==> src/rtl/thermtrig_pkg.sv <==
package thermtrig_pkg;

    typedef enum logic [1:0] {
        MODE_RUN  = 2'd0,
        MODE_HOLD = 2'd1,
        MODE_MOVE = 2'd2
    } trig_mode_e;

    typedef struct packed {
        trig_mode_e mode;
        logic       stop;
    } trig_state_t;

endpackage

==> src/rtl/thermtrig_overlimit.sv <==
module thermtrig_overlimit #(
    parameter int TW     = 8,
    parameter bit STRICT = 1'b1
) (
    input  logic          smp_valid,
    input  logic [TW-1:0] smp_temp,
    input  logic [TW-1:0] temp_limit,
    output logic          sample,
    output logic          over
);

    assign sample = smp_valid;

    generate
        if (STRICT) begin : g_gt
            assign over = smp_valid && (smp_temp > temp_limit);
        end else begin : g_ge
            assign over = smp_valid && (smp_temp >= temp_limit);
        end
    endgenerate

endmodule

==> src/rtl/thermtrig_elapsed.sv <==
module thermtrig_elapsed #(
    parameter int CW = 24
) (
    input  logic          clk,
    input  logic          rst_n,
    input  logic          tick,
    input  logic          clr,
    input  logic [CW-1:0] min_gap,
    output logic          beyond,
    output logic          reached
);

    localparam logic [CW-1:0] EL_TOP = '1;

    logic [CW-1:0] el_d, el_q;

    always_comb begin
        el_d = el_q;
        if (clr) begin
            el_d = '0;
        end else if (tick && (el_q != EL_TOP)) begin
            el_d = el_q + 1'b1;
        end
    end

    always_ff @(posedge clk) begin
        if (!rst_n) begin
            el_q <= '0;
        end else begin
            el_q <= el_d;
        end
    end

    assign beyond  = (el_q > min_gap);
    assign reached = (el_q >= min_gap);

    // count restarts after a completed migration
    assert_clear_R7: assert property (@(posedge clk) disable iff (!rst_n)
        clr |=> (el_q == '0));

    // without a clear the count never decreases (no wrap)
    assert_no_wrap_R8: assert property (@(posedge clk) disable iff (!rst_n)
        !clr |=> (el_q >= $past(el_q)));

    // only ticks advance the count
    assert_tick_only_R8: assert property (@(posedge clk) disable iff (!rst_n)
        (!clr && !tick) |=> $stable(el_q));

endmodule

==> src/rtl/thermtrig_fsm.sv <==
module thermtrig_fsm
    import thermtrig_pkg::*;
(
    input  logic clk,
    input  logic rst_n,
    input  logic sample,
    input  logic over,
    input  logic beyond,
    input  logic reached,
    input  logic mig_done,
    output logic mig_req,
    output logic stop,
    output logic clr
);

    trig_state_t st_d, st_q;

    always_comb begin
        st_d = st_q;
        clr  = 1'b0;
        unique case (st_q.mode)
            MODE_RUN: begin
                if (over) begin
                    if (beyond) begin
                        st_d.mode = MODE_MOVE;
                        st_d.stop = 1'b0;
                    end else begin
                        st_d.mode = MODE_HOLD;
                        st_d.stop = 1'b1;
                    end
                end
            end
            MODE_HOLD: begin
                if (sample) begin
                    st_d.stop = over;
                end
                if (reached) begin
                    st_d.mode = MODE_MOVE;
                    st_d.stop = 1'b0;
                end
            end
            MODE_MOVE: begin
                if (mig_done) begin
                    st_d.mode = MODE_RUN;
                    st_d.stop = 1'b0;
                    clr       = 1'b1;
                end
            end
            default: begin
                st_d.mode = MODE_RUN;
                st_d.stop = 1'b0;
            end
        endcase
    end

    always_ff @(posedge clk) begin
        if (!rst_n) begin
            st_q.mode <= MODE_RUN;
            st_q.stop <= 1'b0;
        end else begin
            st_q <= st_d;
        end
    end

    assign mig_req = (st_q.mode == MODE_MOVE);
    assign stop    = st_q.stop;

    // quiet sample in running mode leaves everything low
    assert_quiet_R2: assert property (@(posedge clk) disable iff (!rst_n)
        (st_q.mode == MODE_RUN && !over) |=> (!mig_req && !stop));

    // late enough over-limit sample migrates at once
    assert_fast_move_R3: assert property (@(posedge clk) disable iff (!rst_n)
        (st_q.mode == MODE_RUN && over && beyond) |=> (mig_req && !stop));

    // too early over-limit sample throttles
    assert_throttle_R4: assert property (@(posedge clk) disable iff (!rst_n)
        (st_q.mode == MODE_RUN && over && !beyond) |=> (stop && !mig_req));

    // request held until acknowledged
    assert_hold_req_R7: assert property (@(posedge clk) disable iff (!rst_n)
        (mig_req && !mig_done) |=> mig_req);

    // acknowledgement releases request and throttle
    assert_release_R7: assert property (@(posedge clk) disable iff (!rst_n)
        (mig_req && mig_done) |=> (!mig_req && !stop));

    // never throttle during a migration
    assert_no_stop_in_move_R7: assert property (@(posedge clk) disable iff (!rst_n)
        !(mig_req && stop));

endmodule

==> src/rtl/mig_thermal_trigger.sv <==
module mig_thermal_trigger #(
    parameter int TW     = 8,
    parameter int CW     = 24,
    parameter bit STRICT = 1'b1
) (
    input  logic          clk,
    input  logic          rst_n,
    input  logic          tick,
    input  logic          smp_valid,
    input  logic [TW-1:0] smp_temp,
    input  logic [TW-1:0] temp_limit,
    input  logic [CW-1:0] min_gap,
    input  logic          mig_done,
    output logic          mig_req,
    output logic          stop
);

    logic sample, over, beyond, reached, clr;

    thermtrig_overlimit #(
        .TW     (TW),
        .STRICT (STRICT)
    ) u_overlimit (
        .smp_valid  (smp_valid),
        .smp_temp   (smp_temp),
        .temp_limit (temp_limit),
        .sample     (sample),
        .over       (over)
    );

    thermtrig_elapsed #(
        .CW (CW)
    ) u_elapsed (
        .clk     (clk),
        .rst_n   (rst_n),
        .tick    (tick),
        .clr     (clr),
        .min_gap (min_gap),
        .beyond  (beyond),
        .reached (reached)
    );

    thermtrig_fsm u_fsm (
        .clk      (clk),
        .rst_n    (rst_n),
        .sample   (sample),
        .over     (over),
        .beyond   (beyond),
        .reached  (reached),
        .mig_done (mig_done),
        .mig_req  (mig_req),
        .stop     (stop),
        .clr      (clr)
    );

    // a new request only after the minimum interval
    assert_min_interval_R10: assert property (@(posedge clk) disable iff (!rst_n)
        $rose(mig_req) |-> $past(reached));

    // scheduled migration drops the throttle as it fires
    assert_fire_clears_stop_R6: assert property (@(posedge clk) disable iff (!rst_n)
        $rose(mig_req) |-> !stop);

endmodule

==> config.mk <==
export PLATFORM = sky130hd
export DESIGN_NAME = mig_thermal_trigger
export DESIGN_NICKNAME = d
export VERILOG_FILES = /design/src/rtl/thermtrig_pkg.sv /design/src/rtl/thermtrig_overlimit.sv /design/src/rtl/thermtrig_elapsed.sv /design/src/rtl/thermtrig_fsm.sv /design/src/rtl/mig_thermal_trigger.sv
export SDC_FILE = /design/constraint.sdc
export NUM_CORES = 1
export LEC_CHECK = 0
export CAP_MARGIN = 20
export CORE_ASPECT_RATIO = 0.75
export CORE_MARGIN = 1.5
export CORE_UTILIZATION = 45
export CTS_CLUSTER_DIAMETER = 40
export DETAILED_ROUTE_END_ITERATION = 8
export GPL_TIMING_DRIVEN = 0
export HOLD_SLACK_MARGIN = 0.06
export PLACE_DENSITY = 0.73
export SYNTH_ARGS = -nofsm -noshare
export SYNTH_HDL_FRONTEND = slang
export SYNTH_SLANG_ARGS = --single-unit
export TNS_END_PERCENT = 1
==> constraint.sdc <==
create_clock -name clk -period 7.2 [get_ports clk]
set_input_delay 2.16 -clock clk [delete_from_list [all_inputs] [get_ports clk]]
set_output_delay 2.16 -clock clk [all_outputs]
set_load 0.02 [all_outputs]
**Word level (Yosys, flattened, before mapping)**

Index checks and enable logic that the tools add are counted.

- Bits in registers: 27
- Input port bits: 45
- Output and inout port bits: 2
- Logic and storage cells: 29

- Add/sub/neg operators: 1
- $lt $le $gt $ge: 3
- Equality and inequality tests: 7
- Mux-type cells: 8
- Bitwise operators: 1
- Reduce and logical (&&, ||, !) cells: 6

Operators by type and width:

| cell | count |
|---|---|
| 24-bit by 1-bit adder with 24-bit output, second input constant | 1 |
| 24-bit greater-or-equal comparator | 1 |
| 24-bit greater-than comparator | 1 |
| 24-bit != test, second input constant | 1 |
| 3-bit two-way mux | 4 |
| 3-bit case mux with 3 select lines | 1 |
| 8-bit greater-than comparator | 1 |
| 3-bit AND reduction | 2 |
| 2-bit != test, second input constant | 2 |
| 1-bit two-way mux | 3 |
| 3-bit != test, second input constant | 1 |
| 2-bit by 1-bit equality test with 1-bit output, second input constant | 1 |
| 2-bit equality test, second input constant | 1 |
| 1-bit logical AND | 2 |
| 2-bit logical NOT | 1 |
| 2-bit by 1-bit != test with 1-bit output, second input constant | 1 |
| 2-bit OR reduction | 1 |
| 1-bit inverter | 1 |

**Logic depth before layout (Yosys ltp)**

Gate-level depths: netlist of run 1.

- Depth in word-level cells: 5
- Mapped depth: 8
- Mapped depth without buffers: 8

**By module**

Synthesis of run 1 repeated with hierarchy kept, for this count alone.

- Cell total of the unflattened synthesis: 278
- Area total of the unflattened synthesis: 2,233.4 um^2

Modules (own cells, without submodules):

| module | times used | cells each | area an instance (um^2) | sequential area each (um^2) |
|---|---|---|---|---|
| thermtrig_elapsed | 1 | 228 | 1,838.0 | 480.5 |
| thermtrig_overlimit | 1 | 28 | 205.2 | 0.0 |
| thermtrig_fsm | 1 | 22 | 190.2 | 60.1 |

**Worst setup path before layout of run 1**

Ideal clock, no wire load.

- Kind: input to register
- Start: in temp_limit[1]
- End: reg u_fsm.st_q[2] in the netlist's numbering
- Library setup time: 0.118 ns
- Data arrival time: 3.669 ns
- Data required time: 7.082 ns
- Slack: 3.414 ns
- Cell stages on the path: 8
- Path buffers: 0
- Path through: inv_1 > ha_1 > nor2b_1 > o211a_1 > a2111oi_0 > nor2_1 > a211o_1 > o2111a_1

- Longest elaborated chain between the ends: 4

RTL lines:

| item | RTL line | text |
|---|---|---|
| from (decl) | mig_thermal_trigger.sv:11 | `input logic [TW-1:0] temp_limit,` |
| 8-bit greater-than comparator | thermtrig_overlimit.sv:16 | `assign over = smp_valid && (smp_temp > temp_limit);` |
| 1-bit logical AND | thermtrig_overlimit.sv:16 |  |
| 2-bit by 1-bit != test with 1-bit output (no source line) | - |  |
| 3-bit AND reduction (no source line) | - |  |
| to (signal assigned) | thermtrig_fsm.sv:61 | `st_q <= st_d;` |
| to (decl) | thermtrig_fsm.sv:16 | `trig_state_t st_d, st_q;` |

Every way passes these cells.
A chain may end at the register's enable or synchronous reset.

**Worst setup path in the final report of run 1**

- Start: in temp_limit[7]
- End: reg u_fsm.st_q[2] in the netlist's numbering

The elaborated chain is that of the path after synthesis.

==> results.md, run 1 <==
* Total wire length at around 4.8 mm
* Wire per inst at about 13 um
* Reg2Reg Setup Slack at 5080 ps
* Yosys reg bits at 27
* First-pass GRT wire length at 8.286 mm
* PnR worst setup slack at around 3000 ps
* Max stage delay on crit path at ~540 ps
* F_max at 235.9 MHz
* Outcome: complete, no violations
* Cell Rows at 21
* Hold buffers post-CTS at 0
* PwrDens at between 100 and 150 nW/um^2
* Clock-pin slew on the worst setup and hold paths at ~90 ps
* Worst hold path type: reg -> reg
* Post-CTS sizing at 0
* Maxcap violations at 0
* Yosys top cell by area: dfxtp_1
* Final slew viol count at 0
* IO buf count at 46
* Largest net degree at the start of global routing at 15
* Fin nets at 400
* Synth Flop Type: dfxtp_1
* Chip Width at a little over 80 um
* CP required at around 7400 ps
* Final Util at 60.23%
* Hold Vio Cnt, Final at 0
* Sequential area share after synthesis at between 20% and 30%
* Crit path cell chain: clkdlybuf4s50_1 -> inv_1 -> ha_1 -> a21oi_1 -> o21ai_0 -> a2111oi_0 -> nor2_1 -> a211o_1 -> o2111a_1
* Most frequent cell after synthesis: inv_1
* Initial antenna violation count at 0
* Max IR drop VDD at around 0.064 mV
* Cell area after layout at about 2700 um^2
* Post-synth EDFFs at 0
* Iteration-0 DRC Markers at ~70
* Placed insts at between 300 and 400
* Bufs on Longest Clock Path at 2
* Pwr Total at roughly 300 uW
* Post-synth cell types at between 40 and 50
* Mapped Nets at roughly 350
* Root Buffer: clkbuf_8
* TritonCTS sink count at 27
* Worst Skew at 3.435 ps
* Slowest-stage cell, CP: a2111oi_0
* H-tree levels at 1
* Period minus WS final at ~4200 ps
* Core Area at between 4000 and 5000 um^2
* Final routed DRC violation total at 0
* Worst slew pin tran at about 540 ps
* Max Fanout on Critical Path at 3
* Die ar. at 5231 um^2
* Worst path arrival time at about 4400 ps
* Via count at ~2,000
* ANT nets after route at 0
* WS Path Type: in -> reg
* Vias in the first global route at 1,836
* Unrepaired setup endpoints after global routing: false
* Syn Area/Cell at around 8.0 um^2
* Synth async-reset ratio at 0%
* Die Ht at ~63 um
* Post-DP Area at between 2000 and 3000 um^2
* WHS at 517.6 ps
* Final non-filler cell total at ~380
* Top cells by area, synth: dfxtp_1, ha_1, inv_1
* Leak Pwr at between 1 and 1.5 nW
* Hpwl dp at roughly 3.9 mm
* Setup crit end kind: flop
* Grt ovf at 0
* Period Utilization, post-route at a little under 60%
* Hold depth at 2
* Detailed Routing Iterations Pass 1 at 4
* Postcts setup bufs at 0
* Io pins at 47
* Yosys top cell area share at 25.01%
* Total global-route track usage at 18.74%
* TNS Setup at 0 ps
* Vias/cell at between 5 and 6
* Synth Instances at approximately 270
* Reg2reg path depth at 7
* Netlist Area Pre-Place at approximately 2200 um^2
* Startpoint Class: primary input
* Worst-Skew Late Latency at roughly 270 ps
* Pre-CTS setup slack at ~2600 ps
* Ratio of cells with drive above 1 in the final layout at 4.673%
* Commonest cells post-synth: inv_1, ha_1, dfxtp_1
* Max transition margin at 63.24%
* Global placement routability congestion at 0.7881
* Setup-failing EPs final at 0
* # diodes at 0
* Area delta synth->final at 26.69%
* Yosys warns at 0
* CTS tree: built
* Starting Density at a little under half
* CTS Buf Count at 3
[layer usage]
| layer | up-vias | wire (um) | GRT usage [%] |
|---|---|---|---|
| met5 | - | 0 | 0 |
| met4 | 0 | 13 | 1.875 |
| met3 | 2 | 183 | 3.963 |
| met2 | 35 | 2041 | 29.88 |
| met1 | 902 | 2581 | 26.91 |
| li1 | 1068 | - | - |
[final cells by class]
class                      count  area (um^2)
fill                         425         1808
multi-input combinational    205         1465
sequential                    27        540.5
timing repair buffer          46        460.4
inverter                      34        127.6
tap                           57        71.32
clock buffer                   4        45.04
buffer                         5        27.53
[flip-flops by register name, summed over array words and instances, names as in the netlist]
register / flops
u_fsm.st_q: 2
u_fsm.stop: 1
u_elapsed.el_q: 24
[report_power, final]
group	internal, mW	leakage (nW)	switching [mW]
sequential	0.152	0.218	0.00168
combinational	0.0367	0.945	0.0266
clock	0.0397	0.0228	0.0471
[worst max-delay path: cells and delay by family]
kind	cells	cell delay [ps]
adder cells (fa/ha/maj)	1	290
AND/OR/NAND/NOR	1	160
buffers and inverters	2	490
AO/OA/AOI/OAI	5	1310
[path summary, 6_finish.rpt]
check | from | end
setup / recovery | temp_limit[7] | u_fsm.st_q[2]
hold / removal | u_elapsed.el_q[19] | u_elapsed.el_q[19]
hold reg to reg | u_elapsed.el_q[19] | u_elapsed.el_q[19]
setup reg to reg | u_elapsed.el_q[16] | u_fsm.st_q[2]
[kinds of logic (layout without fill, tap and decap cells)]
group	after synthesis	in the layout	share of synthesized area [%]
XOR/XNOR	15	15	6.080
multiplexers	1	1	0.4632
AND/OR/NAND/NOR	101	101	26.35
adder cells (fa/ha/maj)	33	33	19.11
buffers and inverters	39	89	7.180
AO/OA/AOI/OAI	55	55	15.81
flip-flops	27	27	25.01
[cell usage in the layout (no fill, tap or decap), types with 3 or more instances in the layout]
cell / netlist / layout
clkdlybuf4s50_1: 0 / 46
inv_1: 34 / 34
ha_1: 33 / 33
dfxtp_1: 27 / 27
a21oi_1: 23 / 23
nor2_1: 22 / 22
nand2_1: 20 / 20
o21ai_0: 16 / 16
nand4_1: 12 / 12
or3_1: 8 / 8
xor2_1: 8 / 8
nand3_1: 7 / 7
xnor2_1: 7 / 7
and4_1: 6 / 6
and3_1: 5 / 5
nor3_1: 5 / 5
clkbuf_1: 3 / 4
o211ai_1: 4 / 4
nor2b_1: 3 / 3
clkbuf_8: 0 / 3
(Power assumes the default switching activity.)
==> inputs of run 2 (changes only) <==
--- a/config.mk
+++ b/config.mk
@@ -13,7 +13,7 @@
 export DETAILED_ROUTE_END_ITERATION = 8
 export GPL_TIMING_DRIVEN = 0
 export HOLD_SLACK_MARGIN = 0.06
-export PLACE_DENSITY = 0.73
+export PLACE_DENSITY = 0.76
 export SYNTH_ARGS = -nofsm -noshare
 export SYNTH_HDL_FRONTEND = slang
 export SYNTH_SLANG_ARGS = --single-unit
==> constraint.sdc (replaced) <==
create_clock -name clk -period 3.73 [get_ports clk]
set_input_delay 1.119 -clock clk [delete_from_list [all_inputs] [get_ports clk]]
set_output_delay 1.119 -clock clk [all_outputs]
set_load 0.02 [all_outputs]
==> run 2 against run 1 <==
- global-route usage up 0.91 points
- clock power rose by 110%
- critical endpoint unchanged
- sequential cell count unchanged
- register-to-register slack lost 3400 ps
- clock skew increased by 2.5 ps
- routed wire length rose by 2.5%
- via count grew 1.8%
- utilization is 0.083 points higher
- die area did not move
- critical path depth did not move
==> results.md, run 2 (synthesis results as in run 1) <==
* TritonCTS sink count at 27 (unchanged)
* Area delta synth->final at 26.87%
* Most frequent cells in the layout: clkdlybuf4s50_1, inv_1, ha_1
* Postcts setup bufs at 0 (unchanged)
* Fillers at 428 (+0.71%)
* Global placement routability congestion at 0.8121 (+3.0%)
* Startpoint Class: primary input
* WS Path Type: in -> reg
* Pwr Total at 599.7 uW (+98%)
* Period minus WS final at 3148 ps
* Wire per inst at 13.07 um (+2.5%)
* PwrDens at 218.7 nW/um^2 (+97%)
* Leak Pwr at 1.185 nW (about the same)
* Met3 Routed Length at 191 um (+4.4%)
* Worst path arrival time at 3340 ps (-1070 ps)
* Total wire length at 4.939 mm (+2.5%)
* Hold Vio Cnt, Final at 0 (unchanged)
* Setup-failing EPs final at 0 (unchanged)
* H-tree levels at 1 (unchanged)
* Vias/cell at 5.405 (+1.8%)
* ANT nets after route at 0 (unchanged)
* Fin nets at 400 (unchanged)
* Biggest register: u_elapsed.el_q
* Max reg flops at 24 (unchanged)
* Final slew viol count at 0 (unchanged)
* Top Registers: u_elapsed.el_q (24), u_fsm.st_q (2), u_fsm.stop (1)
* CTS tree: built
* Total global-route track usage at 19.65% (+0.91 points)
* F_max at between 300 and 400 MHz
* Bufs on Longest Clock Path at 2 (unchanged)
* Root Buffer: clkbuf_8
* Worst-Skew Late Latency at 280 ps (about the same)
* Largest net degree at the start of global routing at 17 (+2)
* Max transition margin at 64.24% (+1.0 points)
* Top delay family on crit path: compound AO/OA/AOI/OAI gates
* Max stage delay on crit path at 510 ps (-30 ps)
* First-pass GRT wire length at 8.542 mm (+3.1%)
* Detailed Routing Iterations Pass 1 at 4 (unchanged)
* Setup crit end kind: flop
* Max IR drop VDD at 0.1407 mV (+120%)
* Post-CTS sizing at 0 (unchanged)
* Die Ht at 63.01 um (unchanged)
* Maxcap violations at 0 (unchanged)
* Most common cell after layout, fill and taps aside: clkdlybuf4s50_1
* Unrepaired setup endpoints after global routing: false
* WP buf/inv at 2 (unchanged)
* IO buf count at 46 (unchanged)
* Worst slew pin tran at 522.9 ps (-14.59 ps)
* Top layer in use: met4
* Clock-pin slew on the worst setup and hold paths at 100 ps (about the same)
* Initial antenna violation count at 0 (unchanged)
* Slowest-stage cell, CP: a2111oi_0
* Worst Skew at 5.984 ps (+2.549 ps)
* # diodes at 0 (unchanged)
* Die ar. at 5231 um^2 (unchanged)
* Core Area at 4546 um^2 (unchanged)
* Worst hold path type: reg -> reg
* Grt ovf at 0 (unchanged)
* Outcome: complete, no violations
* Max Fanout on Critical Path at 3 (unchanged)
* CTS Buf Count at 3 (unchanged)
* Crit path cell chain: clkdlybuf4s50_1 -> inv_1 -> ha_1 -> a21oi_1 -> o21ai_0 -> a2111oi_0 -> nor2_1 -> a211o_1 -> o2111a_1
* Chip Width at 83.02 um (unchanged)
* Starting Density at 47.54% (unchanged)
* Ratio of cells with drive above 1 in the final layout at 4.984% (+0.31 points)
* CP required at 3920 ps (-3450 ps)
* Via count at 2,043 (+1.8%)
* Cell Rows at 21 (unchanged)
* Period Utilization, post-route at 84.38%
* Iteration-0 DRC Markers at 80 (+11%)
* Hold buffers post-CTS at 0 (unchanged)
* Io pins at 47 (unchanged)
* Wl on met1 at 2.494 mm (-3.4%)
* Vias in the first global route at 1,968 (+7.2%)
* Final routed DRC violation total at 0 (unchanged)
* Hpwl dp at 3.933 mm (+0.41%)
* TNS Setup at 0 ps (unchanged)
* WL met2 at 2.205 mm (+8.0%)
run 2: cell count changes in the layout (fill, tap and decap cells not counted):
cell | previous run | this run
clkinvlp_4 | 0 | 1
clkbuf_1 | 4 | 3
run 2: tightest hold or removal path: stages (launching register included):
cell	delay, ps
dfxtp_1	350
o21ai_0	80
a21oi_1	60
run 2: report_power, final:
part | leakage (nW) | switching, mW | internal (mW)
Combinational | 0.945 | 0.0519 | 0.0710
Clock | 0.0217 | 0.105 | 0.0762
Sequential | 0.218 | 0.00294 | 0.293
run 2: per-stage QoR:
stage                     hold slack (ps)  setup slack (ps)  std cells  cell area, um^2  util, %
final                               520.7             582.4        378             2741    60.31
after global routing                536.1             407.0        378             2741    60.31
after CTS                           518.0             615.6        378             2741    60.31
after detailed placement            503.1             315.0        374             2693    59.23
after global placement              488.6             239.5        374             2693    59.23
after floorplan                     470.4             984.8        271             2161        -
run 2: final timing paths:
kind	cells past startpoint	to	start	slack (ps)
min reg2reg	2	u_elapsed.el_q[19]	u_elapsed.el_q[19]	520
max reg2reg	7	u_fsm.st_q[2]	u_elapsed.el_q[16]	1640
min	2	u_elapsed.el_q[19]	u_elapsed.el_q[19]	520
max	9	u_fsm.st_q[2]	temp_limit[7]	580
run 2: cell type report:
cell class                      instances  area (um^2)  area share [%]
Timing Repair Buffer                   46        460.4           16.80
Clock inverter                          1        7.507          0.2738
Buffer                                  5        27.53           1.004
Multi-Input combinational cell        205         1465           53.45
Inverter                               34        127.6           4.655
Sequential cell                        27        540.5           19.72
Tap cell                               57        71.32           2.602
Clock buffer                            3        41.29           1.506
run 2: per-layer routing:
layer	vias to the layer above	GRT usage [%]
met4	0	4.167
met3	7	3.963
met2	31	33.03
met1	936	26.17
li1	1069	-
met5	-	0
==> inputs of run 3 (changes only) <==
==> constraint.sdc (replaced) <==
create_clock -name clk -period 2.7 [get_ports clk]
set_input_delay 0.81 -clock clk [delete_from_list [all_inputs] [get_ports clk]]
set_output_delay 0.81 -clock clk [all_outputs]
set_load 0.02 [all_outputs]
==> run 3 against run 2 <==
- clock-buffer cell count is the same
- critical path type unchanged
- register-to-register slack lost 1000 ps
- final area grew 3.4%
- total power grew 41%
- global-route usage grew 0.20 points
- critical endpoint unchanged
- clock power grew 41%
- largest cell class unchanged
==> results.md, run 3 (synthesis results as in run 1) <==
* Chip Width at 83.02 um (unchanged)
* Starting Density at 47.54% (unchanged)
* Pwr Total at 845.5 uW (+41%)
* Biggest register: u_elapsed.el_q
* Final Util at 62.37% (+2.1 points)
* # diodes at 0 (unchanged)
* Io pins at 47 (unchanged)
* Vias in the first global route at 1,978 (+0.51%)
* Global placement routability congestion at 0.8121 (unchanged)
* Setup crit end kind: flop
* Max reg flops at 24 (unchanged)
* IO buf count at 46 (unchanged)
* Max Fanout on Critical Path at 4 (+1)
* Most frequent cells in the layout: clkdlybuf4s50_1, inv_1, ha_1
* Hold Vio Cnt, Final at 0 (unchanged)
* WS Path Type: in -> reg
* Total global-route track usage at 19.85% (+0.20 points)
* Worst Skew at 6.180 ps (+0.1963 ps)
* Cell Rows at 21 (unchanged)
* Wire per inst at 13.42 um (+2.7%)
* Clock-pin slew on the worst setup and hold paths at 110 ps (about the same)
* ANT nets after route at 0 (unchanged)
* Max transition margin at 65.49% (+1.3 points)
* Total wire length at 5.071 mm (+2.7%)
* Reg area at 540.5 um^2 (unchanged)
* Via count at 2,074 (+1.5%)
* Startpoint Class: primary input
* Final slew viol count at 0 (unchanged)
* Root Buffer: clkbuf_8
* Vias/cell at 5.487 (+1.5%)
* Detailed Routing Iterations Pass 1 at 4 (unchanged)
* Maxcap violations at 0 (unchanged)
* Largest net degree at the start of global routing at 17 (unchanged)
* Hold Startpoint: u_elapsed.el_q[5]
* Initial antenna violation count at 0 (unchanged)
* F_max at about 380 MHz
* Worst path arrival time at 2830 ps (-510 ps)
* Period Utilization, post-route at about 100%
* Worst slew pin tran at 517.7 ps (-5.291 ps)
* H-tree levels at 1 (unchanged)
* Cell area after layout at 2835 um^2 (+3.4%)
* TritonCTS sink count at 27 (unchanged)
* Outcome: complete, no violations
* Top Registers: u_elapsed.el_q (24), u_fsm.st_q (2), u_fsm.stop (1)
* Most common cell after layout, fill and taps aside: clkdlybuf4s50_1
* Worst hold path type: reg -> reg
* Hpwl dp at 3.933 mm (unchanged)
* Setup-failing EPs final at 0 (unchanged)
* Unrepaired setup endpoints after global routing: true
* PnR worst setup slack at 60.96 ps (-521.5 ps)
* CP required at 2890 ps (-1030 ps)
* Area delta synth->final at 31.21%
* Post-DP Area at 2693 um^2 (unchanged)
* Period minus WS final at ~2600 ps
* Leak Pwr at 1.189 nW (+0.33%)
* PwrDens at 298.2 nW/um^2 (+36%)
* Fin nets at 400 (unchanged)
* Area of the multi-input gates at 1559 um^2 (+6.4%)
* CTS Buf Count at 3 (unchanged)
* Ratio of cells with drive above 1 in the final layout at 8.411% (+3.4 points)
* Grt ovf at 0 (unchanged)
* Core Area at 4546 um^2 (unchanged)
* CTS tree: built
* Final routed DRC violation total at 0 (unchanged)
* Die Ht at 63.01 um (unchanged)
* First-pass GRT wire length at 8.625 mm (+0.97%)
* RR Startpoint: u_elapsed.el_q[16]
* CP Launch Point: min_gap[23]
* Iteration-0 DRC Markers at 105 (+31%)
* Fillers at 417 (-2.6%)
* Bufs on Longest Clock Path at 2 (unchanged)
* Worst-Skew Late Latency at 290 ps (about the same)
* Pre-CTS setup slack at -406.0 ps (-721.0 ps)
* Max IR drop VDD at 0.1957 mV (+39%)
* Die ar. at 5231 um^2 (unchanged)
==> run 3: cell counts in the layout (fill, tap and decap cells not counted) <==
No cell type changed its count.
==> run 3: report_power, final <==
part	total, mW	internal, mW	switching (mW)
combinational	0.182	0.104	0.0781
sequential	0.409	0.405	0.00399
clock	0.255	0.105	0.150
==> run 3: path summary, 6_finish.rpt <==
kind / slack, ps / depth (start not counted) / end
setup / recovery: 60 / 9 / u_fsm.st_q[2]
hold / removal: 540 / 2 / u_elapsed.el_q[5]
setup reg to reg: 590 / 7 / u_fsm.st_q[2]
hold reg to reg: 540 / 2 / u_elapsed.el_q[5]
==> run 3: critical path, cell delays in order <==
cell and delay [ps]:
clkdlybuf4s50_1 450, inv_1 40, ha_1 270, nand4_1 210
nor2_2 190, nand2_2 90, or3_4 340, a211o_1 290
o2111a_1 130
==> run 3: cell type report <==
cell class              count  area share [%]
plain buffers               5          0.9709
clock buffers               3           1.456
clock inverters             1          0.2648
inverters                  34           4.501
multi-input cells         205           54.99
flip-flops and latches     27           19.06
well taps                  57           2.515
repair buffers             46           16.24
==> run 3: routing by layer <==
metal / GRT usage, % / part of all wire [%] / up-vias
li1: - / - / 1068
met1: 26.17 / 49 / 955
met2: 33.74 / 46 / 44
met3: 3.963 / 4.0 / 7
met4: 4.167 / 1.1 / 0
met5: 0 / 0 / -
==> run 3: stage by stage <==
stage / setup TNS (ps) / cells / hold WS (ps)
floorplan: 0 / 271 / 470.4
global placement: -1170 / 374 / 488.6
detailed placement: -952.8 / 374 / 503.1
CTS: 0 / 378 / 518.0
global route: -20.59 / 378 / 555.6
finish: 0 / 378 / 536.4
==> run 3: repair_timing <==
action	CTS	global route
setup endpoints to repair	2	3
setup buffers	0	0
gates resized for setup	2	11
pin swaps	0	14
hold buffers	0	0
cloned	0	0
